`config.mk`:
```
export PLATFORM = sky130hd
export DESIGN_NAME = sdmx_top
export DESIGN_NICKNAME = d
export VERILOG_FILES = /design/src/rtl/sdmx_pkg.sv /design/src/rtl/sdmx_clamp.sv /design/src/rtl/sdmx_clkgen.sv /design/src/rtl/sdmx_pair.sv /design/src/rtl/sdmx_top.sv
export SDC_FILE = /design/constraint.sdc
export NUM_CORES = 1
export LEC_CHECK = 0
export ABC_AREA = 1
export BUFFER_PORTS_ARGS = -buffer_cell sky130_fd_sc_hd__clkbuf_2
export CAP_MARGIN = 5
export CORE_ASPECT_RATIO = 0.75
export CORE_MARGIN = 3
export CORE_UTILIZATION = 50
export CTS_CLUSTER_DIAMETER = 40
export CTS_CLUSTER_SIZE = 24
export DETAILED_ROUTE_END_ITERATION = 6
export GPL_ROUTABILITY_DRIVEN = 0
export PLACE_DENSITY = 0.74
export SETUP_SLACK_MARGIN = 0.1
export SLEW_MARGIN = 10
export SYNTH_ARGS = -nofsm -noshare
export SYNTH_HDL_FRONTEND = slang
export SYNTH_SLANG_ARGS = --single-unit
export TNS_END_PERCENT = 5
```
`constraint.sdc`:
```
create_clock -name clk -period 1.3 [get_ports clk]
set_input_delay 0.065 -clock clk [delete_from_list [all_inputs] [get_ports clk]]
set_output_delay 0.065 -clock clk [all_outputs]
set_load 0.005 [all_outputs]
```
`src/rtl/sdmx_pkg.sv`:
```
package sdmx_pkg;

    localparam int CODE_W = 8;
    localparam int PH_W   = 2;

    typedef struct packed {
        logic [CODE_W-1:0] code;
        logic              ovr;
    } smp_t;

    // Saturating conversion of a signed value to offset binary
    function automatic smp_t to_code(input int v);
        smp_t s;
        int   hi;
        int   lo;
        hi = (1 << (CODE_W - 1)) - 1;
        lo = -(1 << (CODE_W - 1));
        if (v > hi) begin
            s.code = '1;
            s.ovr  = 1'b1;
        end else if (v < lo) begin
            s.code = '0;
            s.ovr  = 1'b1;
        end else begin
            s.code = CODE_W'(v - lo);
            s.ovr  = 1'b0;
        end
        return s;
    endfunction

endpackage

```
`src/rtl/sdmx_clamp.sv`:
```
module sdmx_clamp #(
    parameter int RAW_W = 10
) (
    input  logic                    clk,
    input  logic                    rst,
    input  logic signed [RAW_W-1:0] raw,
    output sdmx_pkg::smp_t          smp
);
    import sdmx_pkg::*;

    int raw_int;
    always_comb raw_int = int'(raw);

    always_ff @(posedge clk) begin
        if (rst) smp <= '0;
        else     smp <= to_code(raw_int);
    end

    AST_OVR_AT_RAIL: assert property (@(posedge clk) disable iff (rst)
        smp.ovr |-> (smp.code == '0 || smp.code == '1));

endmodule

```
`src/rtl/sdmx_clkgen.sv`:
```
module sdmx_clkgen (
    input  logic clk,
    input  logic rst,
    input  logic ddr_en,
    input  logic edge_sel,
    input  logic div_rst,
    input  logic cal_busy,
    output logic launch,
    output logic dclk
);
    import sdmx_pkg::*;

    localparam logic [PH_W-1:0] PH_RISE = PH_W'(1);
    localparam logic [PH_W-1:0] PH_FALL = PH_W'(3);

    logic [PH_W-1:0] ph;

    always_ff @(posedge clk) begin
        if (rst || div_rst) ph <= '0;
        else                ph <= ph + 1'b1;
    end

    assign launch = ph[0];

    always_ff @(posedge clk) begin
        if (rst || cal_busy)   dclk <= 1'b0;
        else if (div_rst)      dclk <= ddr_en ? 1'b0 : ~edge_sel;
        else if (!ddr_en)      dclk <= ph[0] ? edge_sel : ~edge_sel;
        else if (ph == PH_RISE) dclk <= 1'b1;
        else if (ph == PH_FALL) dclk <= 1'b0;
    end

    logic sdr_run;
    assign sdr_run = !rst && !ddr_en && !cal_busy && !div_rst;

    AST_CAL_QUIET: assert property (@(posedge clk) disable iff (rst)
        cal_busy |=> !dclk);

    AST_DIV_HOLD: assert property (@(posedge clk) disable iff (rst)
        div_rst |=> !launch);

    AST_SDR_TOGGLE: assert property (@(posedge clk) disable iff (rst)
        ($past(sdr_run) && $past(sdr_run, 2) && $past(edge_sel) == $past(edge_sel, 2))
        |-> dclk != $past(dclk));

endmodule

```
`src/rtl/sdmx_pair.sv`:
```
module sdmx_pair (
    input  logic           clk,
    input  logic           rst,
    input  logic           launch,
    input  sdmx_pkg::smp_t cur,
    output sdmx_pkg::smp_t early,
    output sdmx_pkg::smp_t late
);
    import sdmx_pkg::*;

    smp_t held;

    always_ff @(posedge clk) begin
        if (rst) begin
            held  <= '0;
            early <= '0;
            late  <= '0;
        end else if (launch) begin
            early <= held;
            late  <= cur;
        end else begin
            held  <= cur;
        end
    end

    AST_PAIR_STABLE: assert property (@(posedge clk) disable iff (rst)
        !launch |=> ($stable(early) && $stable(late)));

endmodule

```
`src/rtl/sdmx_top.sv`:
```
module sdmx_top #(
    parameter int RAW_W = 10
) (
    input  logic                    clk,
    input  logic                    rst,
    input  logic signed [RAW_W-1:0] raw_in,
    input  logic                    ddr_en,
    input  logic                    edge_sel,
    input  logic                    dclk_rst,
    input  logic                    cal_busy,
    output logic [7:0]              early_code,
    output logic [7:0]              late_code,
    output logic                    early_ovr,
    output logic                    late_ovr,
    output logic                    dclk
);
    import sdmx_pkg::*;

    smp_t cur_smp;
    smp_t early_smp;
    smp_t late_smp;
    logic launch;

    sdmx_clamp #(.RAW_W(RAW_W)) u_clamp (
        .clk (clk),
        .rst (rst),
        .raw (raw_in),
        .smp (cur_smp)
    );

    sdmx_clkgen u_clkgen (
        .clk      (clk),
        .rst      (rst),
        .ddr_en   (ddr_en),
        .edge_sel (edge_sel),
        .div_rst  (dclk_rst),
        .cal_busy (cal_busy),
        .launch   (launch),
        .dclk     (dclk)
    );

    sdmx_pair u_pair (
        .clk    (clk),
        .rst    (rst),
        .launch (launch),
        .cur    (cur_smp),
        .early  (early_smp),
        .late   (late_smp)
    );

    assign early_code = early_smp.code;
    assign late_code  = late_smp.code;
    assign early_ovr  = early_smp.ovr;
    assign late_ovr   = late_smp.ovr;

    AST_RESET_CLEAR: assert property (@(posedge clk)
        rst |=> (early_code == 8'd0 && late_code == 8'd0 && !dclk));

endmodule

```
==> run_results.csv <==
group,metric,value,unit
setup_path,cp.required,1.58,ns
route,first_pass_iters,5,
timing,period_share,83.9,%
timing,period_needed,1.09,ns
synthesis,avgSynthCellArea,8.41,um^2
power,irDropWorstVdd,726,uV
global_route,first_global_vias,1101,
power,power_frac_comb,10.0,%
setup_path,crit_family,"flip-flops",
clock_tree,cts_max_path_buffers,2,
setup_path,cp_slowest_cell,"dfxtp_1",
finish,instances_no_fill,241,
die,rows,15,
route,drtIter0Drc,72,
setup_path,path_cells,"inv_2 -> nor2_1 -> nand2_1 -> nand2_1 -> a21oi_2",
global_route,grt_pass1_wl,4700,um
die,die_w,65.7,um
clock_tree,clockRootBuffer,"clkbuf_4",
clock_tree,cts_tree,"yes",
finish,area_growth,25.9,%
synthesis,yosys.area.top_type,"dfxtp_1",
clock_tree,post-cts-setup-buffer-count,0,
timing,maxSlewHeadroom,70.7,%
clock_tree,htreeDepth,2,
setup_path,path_buf_inv,1,
die,die_h,50.8,um
route,drc_errors,0,
clock_tree,cts_buffers,5,
global_route,antenna_found_initial,0,
global_route,grt_start_max_net_pins,29,
power,cellLeakagePower,0.788,nW
placement,placedCellCount,223,
route,drt.antenna.violating_nets,0,
synthesis,async_reset_ff_share,0,%
synthesis,netlist_area,1340,um^2
timing,max_freq,917,MHz
timing,rsz0062_at_grt,"yes",
finish,drive_gt1_share,23.7,%
job,maxCapViolations,0,
die,fp.coreArea,2420,um^2
clock_tree,path_clk_slew,0.11,ns
timing,finalSetupViolations,0,
clock_tree,clock-sinks,39,
finish,fill_cells,213,
power,switchingPower,0.503,mW
min_path,worstHoldPathType,"primary input to register",
run_status,status,"finished clean",
power,p_sw_share,23.9,%
global_route,gr-total-overflow,0,
setup_path,critical_path_class,"register to register",
setup_path,cpPeakStageDelay,0.38,ns
power,pwr-share-seq,60.9,%
timing,hold_violations,0,
die,start_util,55.2,%
clock_tree,cts_resized,0,
power,p_int,1.60,mW
global_route,grtUsageTotal,18.6,%
route,route.vias.total,1156,
setup_path,cp.arrival,1.37,ns
synthesis,synth_top_area_share,58.4,%
synthesis,postSynthCellCount,159,
route,viasPerCell,4.80,
timing,worst_clock_skew,0.00550,ns
timing,worst-slew-pin-transition,0.439,ns
setup_path,cpMostUsedCell,"nand2_1",
die,ioPinCount,35,
synthesis,synth_edf_count,0,
synthesis,synth_area_leaders,"dfxtp_1 58%, nand2_1 9.8%, a21oi_1 9.7%",
finish,final_nets,225,
finish,final_cell_mix,"39 x dfxtp_1, 35 x nand2_1, 34 x clkbuf_2",
finish,antenna_cells,0,
synthesis,ys_warn_count,0,
setup_path,setup.worst_path.end_class,"register",
placement,portBuffers,34,
clock_tree,worst_skew_pair.late_latency,0.33,ns
route,wl_per_cell,11.3,um
synthesis,yosysSeqAreaShare,58.4,%
route,wirelength,2710,um
timing,setup_tns,0,ns
die,dieArea,3340,um^2
finish,layout_commonest_cell,"dfxtp_1",
setup_path,cp_max_fo,28,
timing,slew_violations,0,
placement,hpwl,1820,um
synthesis,ys_types,16,
synthesis,ys.flop_type,"dfxtp_1",
power,power_density,1250,nW/um^2
setup_path,startpoint_type,"register",
synthesis,ys_seq_elements,39,
power,clock_power_share,29.1,%
synthesis,syn_nets,177,
state kept, by name (all words and copies together) (netlist names):
name and flops:
u_pair.early 9, u_clkgen.dclk 1, u_pair.late 9, u_clamp.smp 9, u_clkgen.ph 2, u_pair.held 9
Yosys cell counts, types with 2 or more instances:
| cell | number |
|---|---|
| a21oi_1 | 26 |
| buf_2 | 2 |
| buf_4 | 2 |
| buf_6 | 2 |
| dfxtp_1 | 39 |
| ha_1 | 2 |
| inv_1 | 11 |
| inv_2 | 2 |
| nand2_1 | 35 |
| nor2_1 | 23 |
| nor2_2 | 2 |
| nor3_1 | 2 |
| o21ai_0 | 6 |
| o21ai_1 | 3 |
power groups by stage:
stage	clock network (mW)	registers, mW	logic (mW)
4_1_cts	0.626	1.28	0.211
3_5_place_dp	0	1.31	0.185
2_1_floorplan	0	1.31	0.114
5_1_grt	0.692	1.29	0.241
3_3_place_gp	0	1.31	0.180
6_report	0.612	1.28	0.210
worst paths after layout:
| kind | startpoint | endpoint | slack (ns) | cells after the start |
|---|---|---|---|---|
| setup / recovery | u_clkgen.ph[0] | u_clkgen.dclk | 0.21 | 5 |
| hold / removal | rst | u_clkgen.dclk | 0.02 | 4 |
| setup reg to reg | u_clkgen.ph[0] | u_clkgen.dclk | 0.21 | 5 |
| hold reg to reg | u_clamp.smp[4] | u_pair.held[4] | 0.46 | 2 |
layout make-up:
class,instances,area (um^2),area share (%)
Sequential cell,39,781,46.4
Multi-Input combinational cell,101,460,27.3
Timing Repair Buffer,47,295,17.5
Clock buffer,6,51.3,3.05
Inverter,13,48.8,2.90
Tap cell,34,42.5,2.53
Clock inverter,1,5.00,0.297
cells by family after synthesis:
kind of cell | synth area share [%]
DFF | 58.4
and+or+nand+nor | 18.0
adders and majority gates | 1.87
AOI/OAI and AO/OA | 14.6
buffers and inverters | 7.20
what timing repair did:
action / CTS / global route
endpoints found under the hold margin: 11 / 0
hold buffers: 11 / 0
endpoints found under the setup margin: 0 / 3
metal layers:
layer	GRT usage [%]	vias up	part of all wire, %
li1	-	597	-
met4	5.17	0	0.99
met5	0	-	0
met2	29.6	32	48
met3	7.38	4	5.5
met1	23.2	523	46
worst reg2reg max path, cell delays in order (launching register included):
cell and delay [ns]:
dfxtp_1 0.38, inv_2 0.36, nor2_1 0.09, nand2_1 0.07, nand2_1 0.05, a21oi_2 0.09
metrics by stage:
step           power (mW)  util [%]  cell area [um^2]  hold WS (ns)  setup slack, ns
5_1_grt              2.22      69.6              1680        0.0231           0.0845
3_3_place_gp         1.49      62.7              1520         0.251            0.276
4_1_cts              2.12      69.6              1680        0.0171            0.207
6_report             2.10      69.6              1680        0.0245            0.209
2_1_floorplan        1.42         -              1340         0.136            0.427
3_5_place_dp         1.50      62.7              1520         0.260            0.235
Power figures use the tool's default switching activity.
